### src/rtl/ptc_pkg.sv
package ptc_pkg;
  localparam int unsigned ADDR_W = 3;

  typedef enum logic [ADDR_W-1:0] {
    A_TIME_LO = 3'd0,
    A_TIME_HI = 3'd1,
    A_ADDEND  = 3'd2,
    A_TGT_LO  = 3'd3,
    A_TGT_HI  = 3'd4,
    A_CTRL    = 3'd5,
    A_EVENT   = 3'd6
  } reg_off_e;
endpackage

### src/rtl/ptc_rate_gen.sv
module ptc_rate_gen #(
  parameter int unsigned ACC_W = 32
) (
  input  logic             clk,
  input  logic             rst_n,
  input  logic             addend_wr,
  input  logic [ACC_W-1:0] addend_wdata,
  output logic [ACC_W-1:0] addend_q,
  output logic             tick
);
  logic [ACC_W-1:0] acc_q;
  logic [ACC_W-1:0] acc_sum;

  // The carry out of the wide sum is the tick; the sum bits wrap into the accumulator.
  always_comb {tick, acc_sum} = {1'b0, acc_q} + {1'b0, addend_q};

  always_ff @(posedge clk or negedge rst_n) begin
    if (!rst_n) begin
      acc_q    <= '0;
      addend_q <= '0;
    end else begin
      acc_q <= acc_sum;
      if (addend_wr) addend_q <= addend_wdata;
    end
  end
endmodule

### src/rtl/ptc_time_ctr.sv
module ptc_time_ctr #(
  parameter int unsigned TIME_W = 64
) (
  input  logic              clk,
  input  logic              rst_n,
  input  logic              tick,
  input  logic              load,
  input  logic [TIME_W-1:0] load_val,
  output logic [TIME_W-1:0] time_q
);
  // A load takes priority, so a tick in the load clock is lost.
  always_ff @(posedge clk or negedge rst_n) begin
    if (!rst_n)    time_q <= '0;
    else if (load) time_q <= load_val;
    else if (tick) time_q <= time_q + TIME_W'(1);
  end
endmodule

### src/rtl/ptc_target_cmp.sv
module ptc_target_cmp #(
  parameter int unsigned TIME_W = 64
) (
  input  logic              clk,
  input  logic              rst_n,
  input  logic              load,
  input  logic [TIME_W-1:0] load_val,
  input  logic              clear,
  input  logic [TIME_W-1:0] time_q,
  output logic [TIME_W-1:0] target_q,
  output logic              evt_q
);
  logic hit;

  // Unsigned magnitude compare.
  always_comb hit = (time_q >= target_q);

  always_ff @(posedge clk or negedge rst_n) begin
    if (!rst_n) begin
      target_q <= '1;
      evt_q    <= 1'b0;
    end else begin
      if (load) target_q <= load_val;
      evt_q <= hit | (evt_q & ~clear);
    end
  end
endmodule

### src/rtl/ptime_counter.sv
module ptime_counter #(
  parameter int unsigned REG_W = 32,
  parameter int unsigned ACC_W = 32
) (
  input  logic                       clk,
  input  logic                       rst_n,
  input  logic                       reg_wr,
  input  logic                       reg_rd,
  input  logic [ptc_pkg::ADDR_W-1:0] reg_addr,
  input  logic [REG_W-1:0]           reg_wdata,
  output logic [REG_W-1:0]           reg_rdata,
  output logic                       irq
);
  import ptc_pkg::*;

  localparam int unsigned TIME_W = 2 * REG_W;

  logic              wr_tlo, wr_thi, wr_add, wr_glo, wr_ghi, wr_ctl, wr_evt;
  logic [REG_W-1:0]  pend_tlo_q, pend_glo_q, shadow_hi_q;
  logic              irq_en_q;
  logic              tick, time_load, tgt_load, evt_clr, evt_q;
  logic [TIME_W-1:0] time_q, target_q, time_ld_val, tgt_ld_val;
  logic [ACC_W-1:0]  addend_q;
  logic [REG_W-1:0]  rd_mux;

  always_comb begin
    wr_tlo = reg_wr && (reg_addr == A_TIME_LO);
    wr_thi = reg_wr && (reg_addr == A_TIME_HI);
    wr_add = reg_wr && (reg_addr == A_ADDEND);
    wr_glo = reg_wr && (reg_addr == A_TGT_LO);
    wr_ghi = reg_wr && (reg_addr == A_TGT_HI);
    wr_ctl = reg_wr && (reg_addr == A_CTRL);
    wr_evt = reg_wr && (reg_addr == A_EVENT);
    time_load   = wr_thi;
    time_ld_val = {reg_wdata, pend_tlo_q};
    tgt_load    = wr_ghi;
    tgt_ld_val  = {reg_wdata, pend_glo_q};
    evt_clr     = wr_evt & reg_wdata[0];
    irq         = evt_q & irq_en_q;
  end

  ptc_rate_gen #(.ACC_W(ACC_W)) u_rate (
    .clk(clk), .rst_n(rst_n),
    .addend_wr(wr_add), .addend_wdata(reg_wdata[ACC_W-1:0]),
    .addend_q(addend_q), .tick(tick)
  );

  ptc_time_ctr #(.TIME_W(TIME_W)) u_time (
    .clk(clk), .rst_n(rst_n), .tick(tick),
    .load(time_load), .load_val(time_ld_val), .time_q(time_q)
  );

  ptc_target_cmp #(.TIME_W(TIME_W)) u_cmp (
    .clk(clk), .rst_n(rst_n),
    .load(tgt_load), .load_val(tgt_ld_val), .clear(evt_clr),
    .time_q(time_q), .target_q(target_q), .evt_q(evt_q)
  );

  always_comb begin
    case (reg_addr)
      A_TIME_LO: rd_mux = time_q[REG_W-1:0];
      A_TIME_HI: rd_mux = shadow_hi_q;
      A_ADDEND:  rd_mux = REG_W'(addend_q);
      A_TGT_LO:  rd_mux = target_q[REG_W-1:0];
      A_TGT_HI:  rd_mux = target_q[TIME_W-1:REG_W];
      A_CTRL:    rd_mux = REG_W'(irq_en_q);
      A_EVENT:   rd_mux = REG_W'(evt_q);
      default:   rd_mux = '0;
    endcase
  end

  always_ff @(posedge clk or negedge rst_n) begin
    if (!rst_n) begin
      pend_tlo_q  <= '0;
      pend_glo_q  <= '0;
      shadow_hi_q <= '0;
      irq_en_q    <= 1'b0;
      reg_rdata   <= '0;
    end else begin
      if (wr_tlo) pend_tlo_q <= reg_wdata;
      if (wr_glo) pend_glo_q <= reg_wdata;
      if (wr_ctl) irq_en_q   <= reg_wdata[0];
      if (reg_rd) begin
        reg_rdata <= rd_mux;
        if (reg_addr == A_TIME_LO) shadow_hi_q <= time_q[TIME_W-1:REG_W];
      end
    end
  end
endmodule

### config.mk
export PLATFORM = sky130hd
export DESIGN_NAME = ptime_counter
export DESIGN_NICKNAME = d
export VERILOG_FILES = /design/src/rtl/ptc_pkg.sv /design/src/rtl/ptc_rate_gen.sv /design/src/rtl/ptc_time_ctr.sv /design/src/rtl/ptc_target_cmp.sv /design/src/rtl/ptime_counter.sv
export SDC_FILE = /design/constraint.sdc
export NUM_CORES = 1
export LEC_CHECK = 0
export ABC_AREA = 1
export BUFFER_PORTS_ARGS = -buffer_cell sky130_fd_sc_hd__clkbuf_2
export CORE_UTILIZATION = 25
export DETAILED_ROUTE_END_ITERATION = 12
export GPL_ROUTABILITY_DRIVEN = 1
export SYNTH_ARGS = -nofsm -noshare
export SYNTH_HDL_FRONTEND = slang
export SYNTH_SLANG_ARGS = --single-unit
export TNS_END_PERCENT = 10
### constraint.sdc
create_clock -name clk -period 5.5 [get_ports clk]
set_input_delay 0 -clock clk [delete_from_list [all_inputs] [get_ports clk]]
set_output_delay 0 -clock clk [all_outputs]
set_load 0.02 [all_outputs]
# Yosys cells after proc, flatten, opt, wreduce, memory -nomap -nowiden
# Cells that the tools add are included.
# Widths: inputs -> output; s select.
[word_totals]
wordCells = 37
regBits = 322
in_bits = 39
[classes]
reduce_logical = 10
n_eq_ne = 6
addsub = 2
magnitude_cmp = 1
bitwise_logic = 5
n_mux = 3
[op_table]
columns = ["op", "n"]
rows = [
  ["$pmux 32 s7", 1],
  ["$mux 64", 2],
  ["$add 64x1->64 const B", 1],
  ["$ge 64x64->1", 1],
  ["$add 32x32->33", 1],
  ["$eq 3x3->1 const B", 3],
  ["$logic_and 1x1->1", 7],
  ["$eq 3x2->1 const B", 2],
  ["$and 1x1->1", 3],
  ["$eq 3x1->1 const B", 1],
  ["$logic_not 3->1", 1],
  ["$reduce_and 2->1", 1],
  ["$reduce_bool 2->1", 1],
  ["$not 1->1", 1],
  ["$or 1x1->1", 1],
]

# Logic depth before layout (Yosys ltp)
# Gate-level depths: netlist of the first run.
[logic_depth]
ltp_word = 6
depth_mapped = 14

# Modules after synthesis
# Synthesis of the first run repeated with hierarchy kept, for this count alone.
[unflattened]
cells_unflattened = 2630
hier_area_um2 = 19461.2
[modules_own_cells]
columns = ["mod", "instances", "area_per_inst_um2", "cells_per_inst"]
rows = [
  ["ptime_counter", 1, 6434.9, 860],
  ["ptc_time_ctr", 1, 4585.6, 679],
  ["ptc_rate_gen", 1, 4396.7, 604],
  ["ptc_target_cmp", 1, 4043.9, 487],
]

# Worst setup path before layout of the first run
# Ideal clock, no wire load.
[synth_path]
path_kind = "register -> register"
from = "reg u_rate.addend_q[0]"
to = "reg u_time.time_q[28]"
t_arrival_ns = 2.009
slack_ns = 3.364
setup_time_ns = 0.127
path_stages_with_launch = 15
synth_period_minus_slack_ns = 2.136
path_buffers = 2
path_cell_list = "dfrtp_1 > ha_1 > fa_1 > nand2_1 > nand2_1 > nand3_1 > nand2_1 > nand2_1 > nand2_2 > nand2_1 > nand3_2 > buf_6 > buf_6 > nand2_1 > o21ai_0"
[synth_between]
elab_chain_cells = 2
[synth_rtl]
columns = ["element", "line_no", "text"]
rows = [
  ["start: declaration", "ptc_rate_gen.sv:8", "output logic [ACC_W-1:0] addend_q,"],
  ["start signal: assignment", "ptc_rate_gen.sv:23", "if (addend_wr) addend_q <= addend_wdata;"],
  ["$add 32x32->33", "ptc_rate_gen.sv:15", "always_comb {tick, acc_sum} = {1'b0, acc_q} + {1'b0, addend_q};"],
  ["$reduce_bool 2->1 (no source line)", "-", ""],
  ["end signal: assignment", "ptc_time_ctr.sv:14", "else if (load) time_q <= load_val;"],
  ["end signal: assignment", "ptc_time_ctr.sv:15", "else if (tick) time_q <= time_q + TIME_W'(1);"],
  ["end: declaration", "ptc_time_ctr.sv:9", "output logic [TIME_W-1:0] time_q"],
]
# Every way passes these cells.
# A chain may end at the register's enable or synchronous reset.

# Worst setup path in the final report of the first run
[layout_path]
from = "reg u_rate.addend_q[0]"
to = "reg u_time.time_q[25]"
# The elaborated chain is that of the path after synthesis.

==> impl_metrics.toml, run 1 <==
[status]
status = "completed"

[synthesis]
synthesis.nets = 2676
synth_cell_type_count = 43
yosys.area.top_type_share = 0.3436
avgSynthCellArea_um2 = 7.401
synth_cells = 2539
synth_top_cells_by_area = "dfrtp_1 (34%), nand2_1 (15%), dfstp_2 (8.9%)"
synth.yosys.warnings = 0
synth_simple_gate_area_frac = 0.2600
syn_area_um2 = 18790
synth_seq_area_share = 0.4331
synth_top_family_by_area = "simple AND/OR/NAND/NOR gates"
ys_ff_latch = 322
synth_compound_area_frac = 0.1501
synthAdderAreaFrac = 0.06565
yosys.area.top_type = "dfrtp_1"
synth.area.mux_share = 0.001198
synthXorXnorAreaFrac = 0.01352

[floorplan]
floorplan.initialDensity = 0.2524
die_width_um = 276.2
ios = 72
dieArea_um2 = 76270
coreArea_um2 = 74450
die_y_um = 276.2
rows = 100

[cells_and_area]
instances_no_fill = 3603
nets = 2746
syn_to_final_growth_pct = 15.23
fin_util = 0.2909
drive_gt1_frac = 0.08732
num_antenna_cells = 0

[placement]
io_buffer_count = 71
place_congestion = 0.9865
hpwl_um = 50070
dpl.cell_count = 3504

[routing]
drtPass1Iterations = 5
vias = 17570
wl_um = 68110
antenna_left = 0
drc = 0
drtIter0Drc = 1456
avgViaCountPerCell = 4.878
wire_per_inst_um = 18.90

[power_and_ir_drop]
p_leak_nw = 9.908
p_int_w = 0.005876
pwr-share-seq = 0.382
peakVddDrop_uv = 257.7
power_density_nw_per_um2 = 459.6
comb_power_share = 0.364
switching_share = 0.4096
power.share.clock = 0.255
switchingPower_w = 0.004077

[timing]
worst_slew_pin_slew_ps = 1232
rsz0062_at_grt = "false"
finalSetupViolCount = 0
slew_viol_final = 0
hold_viol = 0
max_freq_ghz = 0.2947
slew_headroom = 0.1726
fin_crit_ps = 3394
finalCritPeriodShare = 0.6170
clock-skew-final_ps = 16.12
setup_tns_ps = 0

[clocking]
clockRootBuffer = "clkbuf_16"
clkLatencyLatePin_ps = 560
clock-sinks = 322
cts_buffer_depth = 3
h-tree-depth = 2
ctsHoldBuffers = 37
numCtsBuffers = 35
cts_tree = "built"
cts_resized = 0
clk_pin_slew_ps = 60
cts_setup_buffers = 0

[global_routing]
grt_use_total = 0.1774
grt_pass1_vias = 16930
grt_antenna_before_repair = 2
grt_pass1_wl_um = 104100
grt_max_degree = 145
gr-total-overflow = 0

[critical_path]
path_buf_inv = 1
worst_setup_path_start_kind = "register"
worst-setup-path-type = "register to register"
critPathMaxStageDelay_ps = 820
worstPathMaxFanout = 87
end_kind = "register"
arrival_ps = 3830
critPathTopFamily = "simple AND/OR/NAND/NOR gates"
crit_top_cell = "nand2_1"
crit_path_top_delay_cell = "nand3_4"
path_cells = "ha_1, fa_1, nand2_1, nand2_1, nand3_1, nand2_1, nand2_1, nand2_2, nand2_1, nand3_4, buf_4, nand2_1, o21ai_1"
required_ps = 5930

[flow_run]
cap_violations = 0

[min_path]
hold_path.class = "primary input to register"
## registers in the layout, indices dropped and copies added (netlist names)
signal and count:
u_rate.acc_q 32, reg_rdata 32, u_cmp.evt_q 1, irq_en_q 1, shadow_hi_q 32, pend_tlo_q 32
u_cmp.target_q 64, u_rate.addend_q 32, u_time.time_q 64, pend_glo_q 32
## stage by stage
| step | hold WS (ps) | total power [W] | cell area (um2) | setup slack [ps] |
|---|---|---|---|---|
| 2_1_floorplan | -295.6 | 0.006221 | 18790 | 3364 |
| 3_3_place_gp | 152.4 | 0.007297 | 20080 | 2178 |
| 3_5_place_dp | 162.9 | 0.007359 | 20080 | 2168 |
| 4_1_cts | 73.45 | 0.009950 | 21650 | 2160 |
| 5_1_grt | 153.6 | 0.01065 | 21650 | 1920 |
| 6_report | 91.56 | 0.009953 | 21650 | 2106 |
## synth_stat cells (all sizes together)
library cell,instances
nand2,774
o21ai,314
inv,261
dfrtp,258
nor2,231
nand3,150
a21oi,123
ha,97
dfstp,64
clkbuf,60
buf,31
o22ai,31
o211ai,30
nand4,29
xor2,24
nor3,18
a31oi,12
o21a,9
xnor2,5
nor4,3
o21bai,3
a21o,2
mux2,2
nor3b,2
a21boi,1
and3,1
clkinv,1
fa,1
o2111ai,1
or2,1
## tightest hold or removal path, cell delays in order
cell      delay (ps)
clkbuf_2         200
nand2_2          190
nand2_1           80
nand3_1           70
nand2_1           50
## cell type report
type                            count  area [um2]
Sequential cell                   322        8138
Clock buffer                       51        1039
Clock inverter                     11       162.7
Inverter                          262       983.4
Tap cell                          969        1212
Multi-Input combinational cell   1864        9250
Timing Repair Buffer              124       868.3
Fill cell                        8036       52790
## path summary, 6_finish.rpt
path                       slack [ps]               start           endpoint  cells past startpoint
max reg2reg                      2110  u_rate.addend_q[0]  u_time.time_q[25]                     13
max                              2110  u_rate.addend_q[0]  u_time.time_q[25]                     13
min                                90              reg_wr  u_time.time_q[32]                      5
max in group asynchronous        3950               rst_n   u_time.time_q[4]                      3
min in group asynchronous         120               rst_n   u_rate.acc_q[30]                      2
min reg2reg                       470     u_rate.acc_q[0]    u_rate.acc_q[0]                      1
## per-layer routing
layer / GRT usage / share of wire / vias up
li1: - / - / 8444
met1: 0.2323 / 0.43 / 8441
met2: 0.2945 / 0.47 / 573
met3: 0.02459 / 0.060 / 116
met4: 0.07019 / 0.038 / 0
met5: 0 / 0 / -
## cells in the final DEF (no fill, tap or decap), drive strengths merged, types with 18 or more instances in the layout
cell type and count:
inv 261, dfrtp 258, nand4 29, dfstp 64, clkbuf 121, a21oi 123, nand3 150, dlygate4sd3 37
o211ai 30, o21ai 314, nand2 774, o22ai 31, nor3 18, nor2 231, xor2 24, ha 97
## power by group through the flow
stage	clock network, W	registers, W	logic, W
floorplan	0	0.00361	0.00261
global placement	0	0.00380	0.00350
detailed placement	0	0.00381	0.00355
CTS	0.00258	0.00378	0.00359
global route	0.00267	0.00387	0.00411
finish	0.00254	0.00380	0.00362
## logic make-up after synthesis
kind of cell / count (synthesis)
xor gates and xnor gates: 29
AOI/OAI and AO/OA: 526
muxes: 2
buffers and inverters: 353
DFF: 322
and+or+nand+nor: 1209
adders and majority gates: 98
Power figures use the tool's default switching activity.
==> run 2, diff against run 1 <==
==> constraint.sdc (replaced) <==
create_clock -name clk -period 3 [get_ports clk]
set_input_delay 0 -clock clk [delete_from_list [all_inputs] [get_ports clk]]
set_output_delay 0 -clock clk [all_outputs]
set_load 0.02 [all_outputs]
==> impl_metrics.toml, run 2 (synthesis results as in run 1) <==
[global_routing]
gr-total-overflow = 0
grt_antenna_before_repair = 3
grt_pass1_wl_um = 105300
grt_pass1_vias = 17060
grt_max_degree = 89
grt_use_total = 0.1779

[timing]
slew_headroom = 0.3861
hold_viol = 0
finalCritPeriodShare = 0.8825
clock-skew-final_ps = 30.61
rsz0062_at_grt = "false"
setup_tns_ps = 0
max_freq_ghz = 0.3777
finalSetupViolCount = 0
slew_viol_final = 0
fin_crit_ps = 2648
worst_slew_pin_slew_ps = 920.9

[routing]
drtIter0Drc = 1622
wl_met2_um = 32290
vias = 17790
wl_um = 68580
met1_length_um = 29940
wire_per_inst_um = 18.87
wl_met3_um = 3646
drtPass1Iterations = 5
dr.max_layer_used = "met4"
antenna_left = 0
avgViaCountPerCell = 4.893
drc = 0

[cells_and_area]
filler_cell_count = 8028
num_antenna_cells = 0
syn_to_final_growth_pct = 17.23
final_common_cell = "nand2_1"
stdcell_area_um2 = 22030
instances_no_fill = 3635
drive_gt1_frac = 0.09677
final_cell_mix = "nand2_1 (767), o21ai_0 (300), inv_1 (258), dfrtp_1 (258), nor2_1 (226)"
nets = 2775
reg.largest.list = "u_cmp.target_q: 64 flops, u_time.time_q: 64 flops"

[power_and_ir_drop]
peakVddDrop_uv = 598.4
power_w = 0.01872
power_density_nw_per_um2 = 850.0
p_leak_nw = 10.11

[clocking]
numCtsBuffers = 38
clockRootBuffer = "clkbuf_16"
clk_pin_slew_ps = 60
cts_buffer_depth = 3
clock-sinks = 322
cts_tree = "built"
h-tree-depth = 2
clkLatencyLatePin_ps = 560

[critical_path]
worst_setup_path_start_kind = "register"
arrival_ps = 3050
required_ps = 3410
rr_startpoint = "u_rate.addend_q[0]"
worst-setup-path-type = "register to register"
reg2reg_depth = 13
worstPathMaxFanout = 62
r2r-end = "u_time.time_q[6]"
regToRegSetupSlack_ps = 350
end_kind = "register"

[floorplan]
rows = 100
floorplan.initialDensity = 0.2524
coreArea_um2 = 74450
die_width_um = 276.2
ios = 72
dieArea_um2 = 76270
die_y_um = 276.2

[placement]
dpl.cell_count = 3528
hpwl_um = 51950
place_congestion = 0.9726
dpl-instance-area_um2 = 20320
io_buffer_count = 71

[min_path]
hold_path.class = "primary input to async pin"

[flow_run]
cap_violations = 0

[status]
status = "completed"
-- run 2: cell types whose count changed in the layout (fill, tap and decap cells not counted), sizes merged --
cell         before  now
clkinvlp          3    4
clkbuf          121  123
bufinv            4    6
buf              17   41
inv             261  262
dlygate4sd3      37   39
-- run 2: worst max-delay path by stage --
stage                        end  slack, ps  cells past startpoint          startpoint
2_1_floorplan  u_time.time_q[28]        860                     14  u_rate.addend_q[0]
3_3_place_gp   u_time.time_q[42]        430                     13  u_rate.addend_q[0]
3_5_place_dp   u_time.time_q[13]        360                     13  u_rate.addend_q[0]
4_1_cts        u_time.time_q[13]        350                     13  u_rate.addend_q[0]
5_1_grt         u_time.time_q[1]        100                     13  u_rate.addend_q[0]
6_report        u_time.time_q[6]        350                     13  u_rate.addend_q[0]
-- run 2: cell type report --
class / count / area [um2] / share of cell area
clock buffers: 53 / 1079 / 0.04896
clock inverters: 15 / 239.0 / 0.01085
inverters: 262 / 983.4 / 0.04464
multi-input cells: 1864 / 9248 / 0.4198
flip-flops and latches: 322 / 8138 / 0.3694
well taps: 969 / 1212 / 0.05503
repair buffers: 150 / 1131 / 0.05134
-- run 2: per-stage QoR --
step / utilization / setup WS (ps) / hold slack, ps
finish: 0.2959 / 352.5 / 28.34
global placement: 0.2730 / 426.8 / 58.82
CTS: 0.2959 / 345.7 / 87.60
global route: 0.2959 / 102.2 / 101.6
detailed placement: 0.2730 / 358.0 / 64.72
floorplan: - / 863.9 / -295.6
-- run 2: layer usage --
metal,up-vias,track usage
li1,8501,-
met1,8577,0.2368
met2,580,0.2973
met3,127,0.01631
met4,0,0.06990
met5,-,0
-- run 2: power breakdown --
group	internal (W)	switching, W
combinational	0.00232	0.00441
sequential	0.00575	0.00123
clock	0.00303	0.00198
-- run 2: worst max-delay path, cell delays in order, from the launching register on --
cell     delay (ps)
dfrtp_1         400
ha_1            280
fa_1            440
nand2_1          90
nand2_1          60
nand3_1         100
nand2_1         110
nand2_1         100
nand2_2          90
nand2_1         110
nand3_4         100
buf_4           310
nand2_1         140
o21ai_0          90
-- run 2: timing repair --
action / 4_1_cts / 5_1_grt
gates resized for setup: 0 / 0
hold endpoints to repair: 243 / 0
setup endpoints to repair: 0 / 0
buffers inserted: 0 / 0
hold buffers: 39 / 0
